--- src/rtl/ecc_fix_pkg.sv ---
package ecc_fix_pkg;

    localparam int SYM_W        = 12;
    localparam int POS_W        = 11;
    localparam int MAIN_BYTES   = 2048;
    localparam int SPARE_BYTES  = 64;
    localparam int PARITY_BYTES = 14;
    localparam int BUF_BYTES    = MAIN_BYTES + SPARE_BYTES;
    localparam int ADDR_W       = $clog2(BUF_BYTES);
    // highest symbol whose bits still fall inside main + parity bytes
    localparam int LAST_POS     = ((MAIN_BYTES + PARITY_BYTES) * 8 - 8) / SYM_W;

    typedef struct packed {
        logic [ADDR_W-1:0] addr0;
        logic [7:0]        mask0;
        logic [ADDR_W-1:0] addr1;
        logic [7:0]        mask1;
        logic              two;
        logic              bad;
    } fix_plan_t;

    typedef enum logic [2:0] {
        S_IDLE, S_RD0, S_WR0, S_RD1, S_WR1, S_DONE
    } fix_state_t;

    function automatic fix_plan_t plan_fix(input logic [POS_W-1:0] pos,
                                           input logic [SYM_W-1:0] pat);
        fix_plan_t         p;
        logic [ADDR_W:0]   triple;
        logic [ADDR_W-1:0] idx;
        triple = {2'b00, pos} + {1'b0, pos, 1'b0};
        idx    = triple[ADDR_W:1];
        p      = '0;
        p.bad  = (pos > POS_W'(LAST_POS)) || ((pos == '0) && (pat[11:8] != 4'h0));
        if (pos == '0) begin
            p.addr0 = '0;
            p.mask0 = pat[7:0];
            p.two   = 1'b0;
        end else if (pos[0]) begin
            p.addr0 = idx;
            p.mask0 = pat[11:4];
            p.addr1 = idx + ADDR_W'(1);
            p.mask1 = {pat[3:0], 4'h0};
            p.two   = 1'b1;
        end else begin
            p.addr0 = idx - ADDR_W'(1);
            p.mask0 = {4'h0, pat[11:8]};
            p.addr1 = idx;
            p.mask1 = pat[7:0];
            p.two   = 1'b1;
        end
        return p;
    endfunction

endpackage

--- src/rtl/ecc_fix_map.sv ---
module ecc_fix_map
    import ecc_fix_pkg::*;
(
    input  logic [POS_W-1:0] pos,
    input  logic [SYM_W-1:0] pat,
    output fix_plan_t        plan
);

    always_comb plan = plan_fix(pos, pat);

endmodule

--- src/rtl/ecc_fix_seq.sv ---
module ecc_fix_seq
    import ecc_fix_pkg::*;
#(
    parameter int MAX_CORR = 4,
    localparam int CNT_W   = $clog2(MAX_CORR + 1)
) (
    input  logic              clk,
    input  logic              rst,
    input  logic              in_valid,
    output logic              in_ready,
    input  logic              in_last,
    input  fix_plan_t         plan_in,
    output logic [ADDR_W-1:0] buf_addr,
    output logic              buf_rd_en,
    input  logic [7:0]        buf_rdata,
    output logic              buf_wr_en,
    output logic [7:0]        buf_wdata,
    output logic              done,
    output logic              page_fail,
    output logic [CNT_W-1:0]  fixed_cnt
);

    fix_state_t       st_q;
    fix_plan_t        plan_q;
    logic             last_q;
    logic [CNT_W-1:0] cnt_q;
    logic             fail_q;
    logic             full;
    logic             second;

    assign full   = (cnt_q == CNT_W'(MAX_CORR));
    assign second = (st_q == S_RD1) || (st_q == S_WR1);

    always_ff @(posedge clk) begin
        if (rst) begin
            st_q   <= S_IDLE;
            plan_q <= '0;
            last_q <= 1'b0;
            cnt_q  <= '0;
            fail_q <= 1'b0;
        end else begin
            case (st_q)
                S_IDLE: if (in_valid) begin
                    plan_q <= plan_in;
                    last_q <= in_last;
                    if (plan_in.bad || full) begin
                        fail_q <= 1'b1;
                        st_q   <= in_last ? S_DONE : S_IDLE;
                    end else begin
                        st_q   <= S_RD0;
                    end
                end
                S_RD0: st_q <= S_WR0;
                S_WR0: if (plan_q.two) begin
                    st_q <= S_RD1;
                end else begin
                    cnt_q <= cnt_q + CNT_W'(1);
                    st_q  <= last_q ? S_DONE : S_IDLE;
                end
                S_RD1: st_q <= S_WR1;
                S_WR1: begin
                    cnt_q <= cnt_q + CNT_W'(1);
                    st_q  <= last_q ? S_DONE : S_IDLE;
                end
                default: begin
                    cnt_q  <= '0;
                    fail_q <= 1'b0;
                    st_q   <= S_IDLE;
                end
            endcase
        end
    end

    always_comb begin
        in_ready  = (st_q == S_IDLE);
        buf_rd_en = (st_q == S_RD0) || (st_q == S_RD1);
        buf_wr_en = (st_q == S_WR0) || (st_q == S_WR1);
        buf_addr  = second ? plan_q.addr1 : plan_q.addr0;
        buf_wdata = buf_rdata ^ (second ? plan_q.mask1 : plan_q.mask0);
        done      = (st_q == S_DONE);
        page_fail = fail_q;
        fixed_cnt = cnt_q;
    end

    a_r11_write_follows_read: assert property (@(posedge clk) disable iff (rst)
        buf_wr_en |-> ($past(buf_rd_en) && buf_addr == $past(buf_addr)));

    a_r9_done_single: assert property (@(posedge clk) disable iff (rst)
        done |=> !done);

    a_r9_results_cleared: assert property (@(posedge clk) disable iff (rst)
        done |=> (fixed_cnt == '0 && !page_fail));

    a_r10_cnt_cap: assert property (@(posedge clk) disable iff (rst)
        fixed_cnt <= CNT_W'(MAX_CORR));

    a_r7_addr_in_parity: assert property (@(posedge clk) disable iff (rst)
        (buf_rd_en || buf_wr_en) |-> (buf_addr < ADDR_W'(MAIN_BYTES + PARITY_BYTES)));

    a_r1_no_access_when_ready: assert property (@(posedge clk) disable iff (rst)
        (in_valid && in_ready) |=> !buf_wr_en);

endmodule

--- src/rtl/ecc_fix_apply.sv ---
module ecc_fix_apply
    import ecc_fix_pkg::*;
#(
    parameter int MAX_CORR = 4,
    localparam int CNT_W   = $clog2(MAX_CORR + 1)
) (
    input  logic              clk,
    input  logic              rst,
    input  logic              corr_valid,
    output logic              corr_ready,
    input  logic [POS_W-1:0]  corr_pos,
    input  logic [SYM_W-1:0]  corr_pat,
    input  logic              corr_last,
    output logic [ADDR_W-1:0] buf_addr,
    output logic              buf_rd_en,
    input  logic [7:0]        buf_rdata,
    output logic              buf_wr_en,
    output logic [7:0]        buf_wdata,
    output logic              done,
    output logic              page_fail,
    output logic [CNT_W-1:0]  fixed_cnt
);

    fix_plan_t plan;

    ecc_fix_map i_map (
        .pos  (corr_pos),
        .pat  (corr_pat),
        .plan (plan)
    );

    ecc_fix_seq #(.MAX_CORR(MAX_CORR)) i_seq (
        .clk       (clk),
        .rst       (rst),
        .in_valid  (corr_valid),
        .in_ready  (corr_ready),
        .in_last   (corr_last),
        .plan_in   (plan),
        .buf_addr  (buf_addr),
        .buf_rd_en (buf_rd_en),
        .buf_rdata (buf_rdata),
        .buf_wr_en (buf_wr_en),
        .buf_wdata (buf_wdata),
        .done      (done),
        .page_fail (page_fail),
        .fixed_cnt (fixed_cnt)
    );

endmodule

--- config.mk ---
export PLATFORM = sky130hd
export DESIGN_NAME = ecc_fix_apply
export DESIGN_NICKNAME = d
export VERILOG_FILES = /design/src/rtl/ecc_fix_pkg.sv /design/src/rtl/ecc_fix_map.sv /design/src/rtl/ecc_fix_seq.sv /design/src/rtl/ecc_fix_apply.sv
export SDC_FILE = /design/constraint.sdc
export NUM_CORES = 1
export LEC_CHECK = 0
export ABC_AREA = 1
export BUFFER_PORTS_ARGS = -buffer_cell sky130_fd_sc_hd__buf_2
export CAP_MARGIN = 15
export CORE_MARGIN = 2
export CORE_UTILIZATION = 45
export CTS_CLUSTER_DIAMETER = 150
export DETAILED_ROUTE_END_ITERATION = 8
export PLACE_DENSITY = 0.76
export SLEW_MARGIN = 20
export SYNTH_ARGS = -nofsm -noshare
export SYNTH_HDL_FRONTEND = slang
export SYNTH_HIERARCHICAL = 1
export SYNTH_SLANG_ARGS = --single-unit
--- constraint.sdc ---
create_clock -name clk -period 4.43 [get_ports clk]
set_input_delay 0.443 -clock clk [delete_from_list [all_inputs] [get_ports clk]]
set_output_delay 0.443 -clock clk [all_outputs]
set_load 0.02 [all_outputs]
==> run_results.csv, run 1 <==
group,metric,value,unit
place,post-dp-hpwl,7770,µm
critical_path,critical_path.max_fanout,26,
logic_synthesis,synth_cells,692,
logic_synthesis,synth_simple_gate_area_share,39.1,%
outcome,run_status,"finished, final reports clean",
clock_tree,htreeDepth,2,
logic_synthesis,synth_fa_ha_area_share,9.01,%
routing,postRouteWirelength,10200,µm
clock_tree,cts_buffers,5,
sta,rsz0062_at_grt,"false",
power,irDropWorstVdd,149,µV
logic_synthesis,ys_top_cells_by_area,"dfxtp_1, nand2_1, nand3_1, ha_1, a21oi_1",
place,gp_congestion,0.927,
logic_synthesis,synth-edff-count,0,
logic_synthesis,async_reset_ff_share,0,%
sta,period_share,65.4,%
cells_and_area,post_route_cells_drive_above_1_share,15.2,%
routing,drtAntennaViolNets,0,
min_path,holdCritPathClass,"in -> reg",
logic_synthesis,ys_seq_elements,49,
sta,max_slew_violation_count,0,
critical_path,slowest_stage,"fa_1",
critical_path,crit_path_start_kind,"primary input",
routing,route.detailed.drc,0,
routing,vias,4382,
global_routing,grt-ovfl-total,0,
logic_synthesis,synth-xor-area-share,0.213,%
critical_path,critPathMaxStageDelay,520,ps
cells_and_area,design.final.nets,798,
sta,tightestPinTransition,1030,ps
clock_tree,post_cts_hold_buffer_count,0,
critical_path,cp_data_required_time,4640,ps
critical_path,critical_path.cell_chain,"buf_2 -> ha_1 -> fa_1 -> inv_1 -> ha_1 -> nand2_1 -> nor2_1 -> nand3_1 -> nor2_1 -> nand3_1 -> nor2_2 -> nand2_1 -> nand2_1 -> nand2_1 -> nor2_1 -> o21ai_0 -> a21oi_1",
clock_tree,clk_transition_reported_paths,90,ps
sta,fmax,345,MHz
logic_synthesis,synth_top_family_by_area,"simple AND/OR/NAND/NOR gates",
logic_synthesis,yosys.cell_count.top_type,"nand2_1",
sta,hold_viol_final,0,
clock_tree,clock_tree.root_cell,"clkbuf_8",
logic_synthesis,synth_sequential_area_ratio,23.9,%
power,p_leak,2.32,nW
cells_and_area,layout.cells.non_filler,843,
cells_and_area,ant_diodes,0,
logic_synthesis,synth_compound_area_share,15.6,%
cells_and_area,syn_to_final_growth,10.4,%
die,die_width,99.6,µm
clock_tree,postCtsResizedCells,0,
logic_synthesis,ys.flop_type,"dfxtp_1",
die,num_io_pins,63,
global_routing,first_global_vias,3944,
place,placed_cells,835,
power,powerDensity,315,mW/mm²
clock_tree,tritoncts,"yes",
logic_synthesis,synth_nets,756,
cells_and_area,fillCellCount,912,
global_routing,grt.total_usage,21.1,%
die,design.core.area,0.00881,mm²
routing,wl_per_cell,12.1,µm
logic_synthesis,netlist-cell-type-count,29,
global_routing,grt_pass1_wl,17700,µm
clock_tree,max-clock-path-buffers,2,
die,floorplan.initialDensity,46.7,%
critical_path,most_frequent_cell_on_critical_path,"nand2_1",
flow_run,maxCapViolations,0,
logic_synthesis,synthMuxAreaShare,0,%
critical_path,crit_path_end_kind,"flip-flop",
logic_synthesis,area_of_the_mapped_netlist,0.00411,mm²
logic_synthesis,synth_top_cell_by_area,"dfxtp_1",
sta,finClkSkew,7.49,ps
critical_path,worstPathArrival,3110,ps
sta,post_layout_min_period,2900,ps
sta,fin_tns_setup,0,ps
die,floorplan.die_area,0.00991,mm²
logic_synthesis,yosysWarningCount,6,
routing,detailedRoute.firstIterationViolations,350,
die,die_y,99.6,µm
routing,detail_route.vias_per_cell,5.20,
logic_synthesis,syn_avg_cell_area,5.94,µm²
critical_path,worst-setup-path-type,"in -> reg",
global_routing,grt_antenna_before_repair,0,
clock_tree,postCtsSetupBuffers,0,
critical_path,cpLargestDelayFamily,"adder cells",
sta,maxSlewHeadroom,31.3,%
sta,report.final.setup_viol,0,
global_routing,maximum_number_of_pins_on_one_net_before_global_route_repair,57,
logic_synthesis,synthDominantCellAreaShare,23.9,%
clock_tree,clock_sinks,49,
critical_path,critical_path.n_buffers_inverters,2,
die,row_count,34,
logic_synthesis,synth_top_cells_by_count,"nand2_1, nand3_1, inv_1, a21oi_1, nor2_1",
clock_tree,worstSkewPairLatency,300,ps
routing,drt_first_pass_iters,6,
place,io_buffers,62,
-- final timing paths --
path,slack (ps),end,cells after the start,start
hold / removal,440,i_seq/last_q$_SDFFE_PP0P_,3,corr_last
setup / recovery,1530,i_seq/plan_q[40]$_SDFFE_PP0P_,17,corr_pos[0]
setup reg to reg,2290,i_seq/plan_q[41]$_SDFFE_PP0P_,4,i_seq/st_q[1]$_SDFFE_PP0P_
hold reg to reg,450,i_seq/plan_q[34]$_SDFFE_PP0P_,2,i_seq/plan_q[34]$_SDFFE_PP0P_
-- cell usage in the layout (no fill, tap or decap), drive strengths merged --
master / instances
fa: 1
buf: 63
nor4: 1
bufinv: 2
o21ai: 49
o211ai: 4
nand4: 6
ha: 28
dfxtp: 49
xor2: 1
nand2: 217
o22ai: 1
nand3: 82
clkbuf: 5
inv: 90
nor3b: 1
nor3: 2
a21oi: 66
nor2: 63
a211oi: 2
a21boi: 1
clkinv: 1
-- area by class of cell --
class / instances / area, µm² / area share [%]
multi-input combinational: 525 / 2630 / 57.9
sequential: 49 / 981 / 21.6
inverter: 90 / 338 / 7.45
timing repair buffer: 63 / 318 / 7.01
tap: 108 / 135 / 2.98
clock buffer: 5 / 68.8 / 1.52
clock inverter: 3 / 68.8 / 1.52
-- state kept, by name, indices dropped and copies added, names as in the netlist --
name             count
i_seq/fixed_cnt      3
i_seq/page_fail      1
i_seq/plan_q        41
i_seq/last_q         1
i_seq/st_q           3
-- logic make-up (layout without fill, tap and decap cells) --
| logic type | count (synthesis) | count (layout) |
|---|---|---|
| adder cells (fa/ha/maj) | 29 | 29 |
| AO/OA/AOI/OAI | 123 | 123 |
| buffers and inverters | 118 | 161 |
| flip-flops | 49 | 49 |
| XOR/XNOR | 1 | 1 |
| AND/OR/NAND/NOR | 372 | 372 |
-- routing by layer --
metal / part of all wire (%) / global-route usage (%)
met2: 44 / 34.2
met1: 50 / 30.5
met4: 0.91 / 3.69
met3: 4.9 / 2.25
met5: 0 / 0
-- where the power goes --
group | internal (mW) | switching, mW | leakage (nW)
clock | 0.227 | 0.158 | 0.0687
sequential | 0.489 | 0.0239 | 0.402
combinational | 0.166 | 0.363 | 1.85
-- through the flow --
step | power, mW | util, % | hold slack (ps) | setup slack (ps) | area, µm²
after global placement | 1.03 | 49.9 | 434 | 1350 | 4400
after global routing | 1.52 | 51.5 | 447 | 1240 | 4540
final | 1.43 | 51.5 | 439 | 1530 | 4540
after CTS | 1.43 | 51.5 | 430 | 1560 | 4540
after detailed placement | 1.05 | 49.9 | 439 | 1260 | 4400
after floorplan | 0.932 | - | 424 | 1930 | 4110
-- worst register-to-register path: cells and delay by family (launching register included) --
kind | cells | cell delay [ps]
and+or+nand+nor | 2 | 1000
AOI/OAI and AO/OA | 2 | 620
DFF | 1 | 380
No activity file was read; power rests on OpenSTA's default activity.
==> run 2, diff against run 1 <==
- clock period: 4.43 -> 2.9 ns (I/O delays scaled with it)
==> run 2 against run 1 <==
  * Power is 40% higher
  * Clock skew is 3.2 ps higher
  * Worst hold slack worse by 150 ps
  * Via count is 0.27% higher
  * Critical endpoint unchanged
  * Highest routed layer unchanged
==> run_results.csv, run 2 (synthesis results as in run 1) <==
group,metric,value,unit
global_routing,first_global_vias,3767,
cells_and_area,design.final.nets,804,
critical_path,critPathMaxStageDelay,530,ps
cells_and_area,post-route-util,51.5,%
power,irDropWorstVdd,196,µV
cells_and_area,post_route_cells_drive_above_1_share,15.9,%
sta,report.final.setup_viol,0,
critical_path,slowest_stage,"fa_1",
clock_tree,clock_sinks,49,
global_routing,grt_antenna_before_repair,0,
place,pre_cts_ws,181,ps
min_path,holdCritPathClass,"in -> reg",
routing,detailedRoute.firstIterationViolations,261,
place,io_buffers,62,
place,gp_congestion,0.904,
sta,fin_tns_setup,0,ps
sta,timing.hold.ws,285,ps
cells_and_area,max_flop_register,"i_seq/plan_q",
die,row_count,34,
clock_tree,clk_transition_reported_paths,100,ps
place,place_area,0.00444,mm²
power,p_leak,2.32,nW
clock_tree,post_cts_hold_buffer_count,0,
flow_run,maxCapViolations,0,
clock_tree,postCtsResizedCells,0,
routing,drt_first_pass_iters,5,
sta,post_layout_min_period,2420,ps
critical_path,most_frequent_cell_on_critical_path,"nor2_1",
global_routing,grt_pass1_wl,16700,µm
clock_tree,clock_tree.root_cell,"clkbuf_8",
sta,tightestPinTransition,662,ps
sta,period_share,83.5,%
clock_tree,max-clock-path-buffers,2,
critical_path,critical_path.max_fanout,5,
sta,fmax,413,MHz
critical_path,critical_path.n_buffers_inverters,2,
clock_tree,postCtsSetupBuffers,0,
die,die_width,99.6,µm
clock_tree,tritoncts,"yes",
die,floorplan.die_area,0.00991,mm²
sta,post_route_worst_setup_slack,479,ps
place,placed_cells,841,
cells_and_area,final_common_cell,"nand2_1",
clock_tree,cts_buffers,5,
power,powerDensity,441,mW/mm²
sta,finClkSkew,10.7,ps
place,post-dp-hpwl,7860,µm
critical_path,cp_data_required_time,3070,ps
critical_path,crit_path_end_kind,"flip-flop",
cells_and_area,layout_common_cells,"nand2_1, nand3_1, inv_1",
routing,postRouteWirelength,10100,µm
critical_path,worst-setup-path-type,"in -> reg",
sta,hold_viol_final,0,
global_routing,grt.total_usage,20.0,%
sta,max_slew_violation_count,0,
cells_and_area,syn_to_final_growth,10.3,%
cells_and_area,fillCellCount,916,
cells_and_area,stdcell_area,0.00453,mm²
power,power.total,2.00,mW
global_routing,maximum_number_of_pins_on_one_net_before_global_route_repair,39,
cells_and_area,largest_reg_flops,41,
critical_path,cpLargestDelayFamily,"adder cells",
routing,vias,4394,
critical_path,critical_path.cell_chain,"buf_2 -> ha_1 -> fa_1 -> inv_1 -> ha_1 -> nand2_1 -> nor2_1 -> nand3_1 -> nor2_1 -> nand3_1 -> nor2_2 -> nand2_1 -> nor2_1 -> nor2_1 -> o21ai_0 -> a21oi_1",
die,die_y,99.6,µm
cells_and_area,layout.cells.non_filler,849,
critical_path,worstPathArrival,2590,ps
global_routing,grt-ovfl-total,0,
die,design.core.area,0.00881,mm²
routing,detail_route.vias_per_cell,5.18,
die,num_io_pins,63,
cells_and_area,largest_registers,"i_seq/plan_q (41), i_seq/fixed_cnt (3), i_seq/st_q (3)",
clock_tree,htreeDepth,2,
outcome,run_status,"finished, final reports clean",
sta,rsz0062_at_grt,"false",
cells_and_area,ant_diodes,0,
routing,drtAntennaViolNets,0,
routing,route.detailed.drc,0,
critical_path,crit_path_start_kind,"primary input",
sta,maxSlewHeadroom,55.8,%
die,floorplan.initialDensity,46.7,%
routing,wl_per_cell,11.9,µm
clock_tree,worstSkewPairLatency,300,ps
run 2: cell count changes in the layout (fill, tap and decap cells not counted), sizes merged:
cell	delta
bufinv	-2
clkinv	+1
clkinvlp	+1
buf	+6
run 2: path summary, 6_finish.rpt:
path | to | cells past startpoint | startpoint | slack (ps)
setup reg to reg | i_seq/plan_q[7]$_SDFFE_PP0P_ | 5 | i_seq/st_q[1]$_SDFFE_PP0P_ | 1080
setup / recovery | i_seq/plan_q[40]$_SDFFE_PP0P_ | 16 | corr_pos[1] | 480
hold / removal | i_seq/last_q$_SDFFE_PP0P_ | 3 | corr_last | 280
hold reg to reg | i_seq/plan_q[33]$_SDFFE_PP0P_ | 2 | i_seq/plan_q[33]$_SDFFE_PP0P_ | 450
run 2: routing by layer:
| metal | up-vias | share of wire [%] | global-route usage (%) |
|---|---|---|---|
| li1 | 2308 | - | - |
| met1 | 1943 | 49 | 29.0 |
| met2 | 131 | 44 | 31.2 |
| met3 | 12 | 6.3 | 2.53 |
| met5 | - | 0 | 0 |
| met4 | 0 | 1.4 | 5.80 |
run 2: cell type report:
cell class	instances	area, µm²	area share (%)
Multi-Input combinational cell	525	2630	57.9
Sequential cell	49	981	21.6
Timing Repair Buffer	69	363	8.00
Inverter	90	338	7.45
Tap cell	108	135	2.98
Clock buffer	5	68.8	1.52
Clock inverter	3	21.3	0.469
run 2: where the power goes:
part / total (mW) / switching, mW / internal (mW)
combinational: 0.812 / 0.551 / 0.261
sequential: 0.783 / 0.0361 / 0.747
clock: 0.404 / 0.232 / 0.171
run 2: worst reg2reg max path: stages, from the launching register on:
cell,delay [ps]
dfxtp_1,390
nor2_2,210
nand3_2,540
buf_4,420
nand2_1,80
a21oi_1,60
==> run 3, diff against run 2 <==
- PLACE_DENSITY: 0.76 -> 0.78
- clock period: 2.9 -> 2.05 ns (I/O delays scaled with it)
==> run 3 against run 2 <==
  * The flow now finishes with violations (negative setup slack)
  * Highest routed layer unchanged
  * Routed wire length increased by 10%
  * Non-clock buffer count increased by 59
  * Clock-buffer cell count unchanged
  * Final area increased by 14%
  * First-iteration DRC count decreased by 11%
  * Die area unchanged
  * Clock skew increased by 3.9 ps
  * Clock power increased by 51%
  * Critical path type unchanged
  * Worst hold slack got worse by 110 ps
  * Global-route usage increased by 1.5 points
==> run_results.csv, run 3 (synthesis results as in run 1) <==
group,metric,value,unit
critical_path,critical_path.n_buffers_inverters,2,
die,row_count,34,
clock_tree,clk_transition_reported_paths,100,ps
sta,maxSlewHeadroom,64.6,%
cells_and_area,largest_reg_flops,41,
cells_and_area,fillCellCount,846,
place,io_buffers,62,
critical_path,critical_path.cell_chain,"buf_8 -> ha_4 -> fa_2 -> inv_2 -> ha_4 -> nand2_2 -> nor2_2 -> nand3_1 -> nor2_1 -> nand3_1 -> nor2_2 -> nand2_1 -> nand2_1 -> nand2_1 -> nor2_1 -> o21ai_1 -> a21oi_1",
clock_tree,cts_buffers,5,
sta,hold_viol_final,0,
routing,drt_first_pass_iters,5,
cells_and_area,layout.cells.non_filler,909,
cells_and_area,design.final.nets,864,
critical_path,critical_path.max_fanout,3,
cells_and_area,stdcell_area,0.00517,mm²
place,pre_cts_ws,-347,ps
routing,route.detailed.drc,0,
clock_tree,post_cts_hold_buffer_count,0,
place,post-dp-hpwl,8370,µm
cells_and_area,max_flop_register,"i_seq/plan_q",
cells_and_area,syn_to_final_growth,25.8,%
global_routing,grt.total_usage,21.5,%
min_path,holdCritPathClass,"in -> reg",
clock_tree,tritoncts,"yes",
cells_and_area,final-seq-area,983,µm²
clock_tree,clock_sinks,49,
cells_and_area,multi_input_comb_area,0.00278,mm²
cells_and_area,post_route_cells_drive_above_1_share,25.5,%
outcome,violations,"negative setup slack",
die,num_io_pins,63,
sta,post_layout_min_period,2070,ps
critical_path,worst-setup-path-type,"in -> reg",
critical_path,worstPathArrival,2310,ps
min_path,whs_path_depth,3,
sta,rsz0062_at_grt,"true",
critical_path,most_frequent_cell_on_critical_path,"nand2_1",
cells_and_area,ant_diodes,0,
critical_path,cp.depth,17,
die,die_y,99.6,µm
critical_path,slowest_stage,"fa_2",
power,powerDensity,595,mW/mm²
clock_tree,clock_tree.root_cell,"clkbuf_8",
global_routing,first_global_vias,4232,
critical_path,crit_path_end_kind,"flip-flop",
sta,period_share,101,%
routing,detailedRoute.firstIterationViolations,233,
global_routing,grt_pass1_wl,18000,µm
global_routing,maximum_number_of_pins_on_one_net_before_global_route_repair,57,
place,gp_congestion,0.958,
flow_run,maxCapViolations,0,
sta,report.final.setup_viol,2,
sta,fmax,484,MHz
die,die_width,99.6,µm
sta,tightestPinTransition,531,ps
critical_path,crit_path_start_kind,"primary input",
routing,postRouteWirelength,11100,µm
die,floorplan.die_area,0.00991,mm²
place,place_area,0.00489,mm²
power,irDropWorstVdd,298,µV
clock_tree,htreeDepth,2,
sta,finClkSkew,14.5,ps
clock_tree,worstSkewPairLatency,320,ps
sta,fin_tns_setup,-24.1,ps
cells_and_area,largest_registers,"i_seq/plan_q (41), i_seq/fixed_cnt (3), i_seq/st_q (3)",
critical_path,cp_data_required_time,2290,ps
critical_path,critPathMaxStageDelay,510,ps
sta,post_route_worst_setup_slack,-17.7,ps
global_routing,grt-ovfl-total,0,
sta,max_slew_violation_count,0,
place,placed_cells,894,
critical_path,cpLargestDelayFamily,"simple AND/OR/NAND/NOR gates",
cells_and_area,layout_common_cells,"nand2_1, nand3_1, inv_1",
routing,wl_per_cell,12.3,µm
power,p_leak,2.63,nW
sta,timing.hold.ws,175,ps
outcome,run_status,"finished with violations",
routing,vias,4675,
routing,drtAntennaViolNets,0,
global_routing,grt_antenna_before_repair,0,
die,floorplan.initialDensity,46.7,%
clock_tree,max-clock-path-buffers,2,
critical_path,timing.reg2reg.worst_path_depth,6,
cells_and_area,final_common_cell,"nand2_1",
die,design.core.area,0.00881,mm²
routing,detail_route.vias_per_cell,5.14,
-- run 3: per-stage QoR --
stage,total power [mW],util [%]
after floorplan,2.02,-
after global placement,2.37,55.5
after detailed placement,2.41,55.5
after CTS,3.01,56.7
after global routing,3.29,58.7
final,3.07,58.7
-- run 3: layer usage --
metal | wire (µm) | GRT usage [%] | up-vias
met1 | 5080 | 28.8 | 2105
li1 | - | - | 2433
met3 | 471 | 2.74 | 14
met4 | 141 | 6.32 | 0
met5 | 0 | 0 | -
met2 | 5440 | 36.3 | 123
-- run 3: layout make-up --
cell class / count / share of cell area, %
Clock buffer: 5 / 1.33
Clock inverter: 3 / 0.508
Inverter: 90 / 6.54
Multi-Input combinational cell: 526 / 53.7
Sequential cell: 49 / 19.0
Tap cell: 108 / 2.61
Timing Repair Buffer: 128 / 16.3
-- run 3: worst paths after layout --
check / startpoint / endpoint / slack, ps
max reg2reg: i_seq/st_q[1]$_SDFFE_PP0P_ / i_seq/plan_q[19]$_SDFFE_PP0P_ / 430
max: corr_pos[1] / i_seq/plan_q[40]$_SDFFE_PP0P_ / -20
min reg2reg: i_seq/plan_q[37]$_SDFFE_PP0P_ / i_seq/plan_q[37]$_SDFFE_PP0P_ / 450
min: corr_last / i_seq/last_q$_SDFFE_PP0P_ / 170
-- run 3: timing repair --
| item | in CTS | in global routing |
|---|---|---|
| endpoints found under the setup margin | 24 | 24 |
| resized for setup | 1 | 33 |
| pin swaps | 2 | 11 |
| cloned | 0 | 1 |
| setup buffers | 1 | 5 |
-- run 3: worst register-to-register path, cell delays in order (launching register included) --
cell and delay (ps):
dfxtp_2 380, nor2_2 220, nand2_1 130, inv_2 410
buf_4 210, nand3_1 80, a21oi_2 120
-- run 3: power by group --
group / internal, mW / leakage (nW) / switching [mW] / total [mW]
clock: 0.249 / 0.0423 / 0.361 / 0.609
sequential: 1.06 / 0.403 / 0.0555 / 1.11
combinational: 0.499 / 2.19 / 0.851 / 1.35
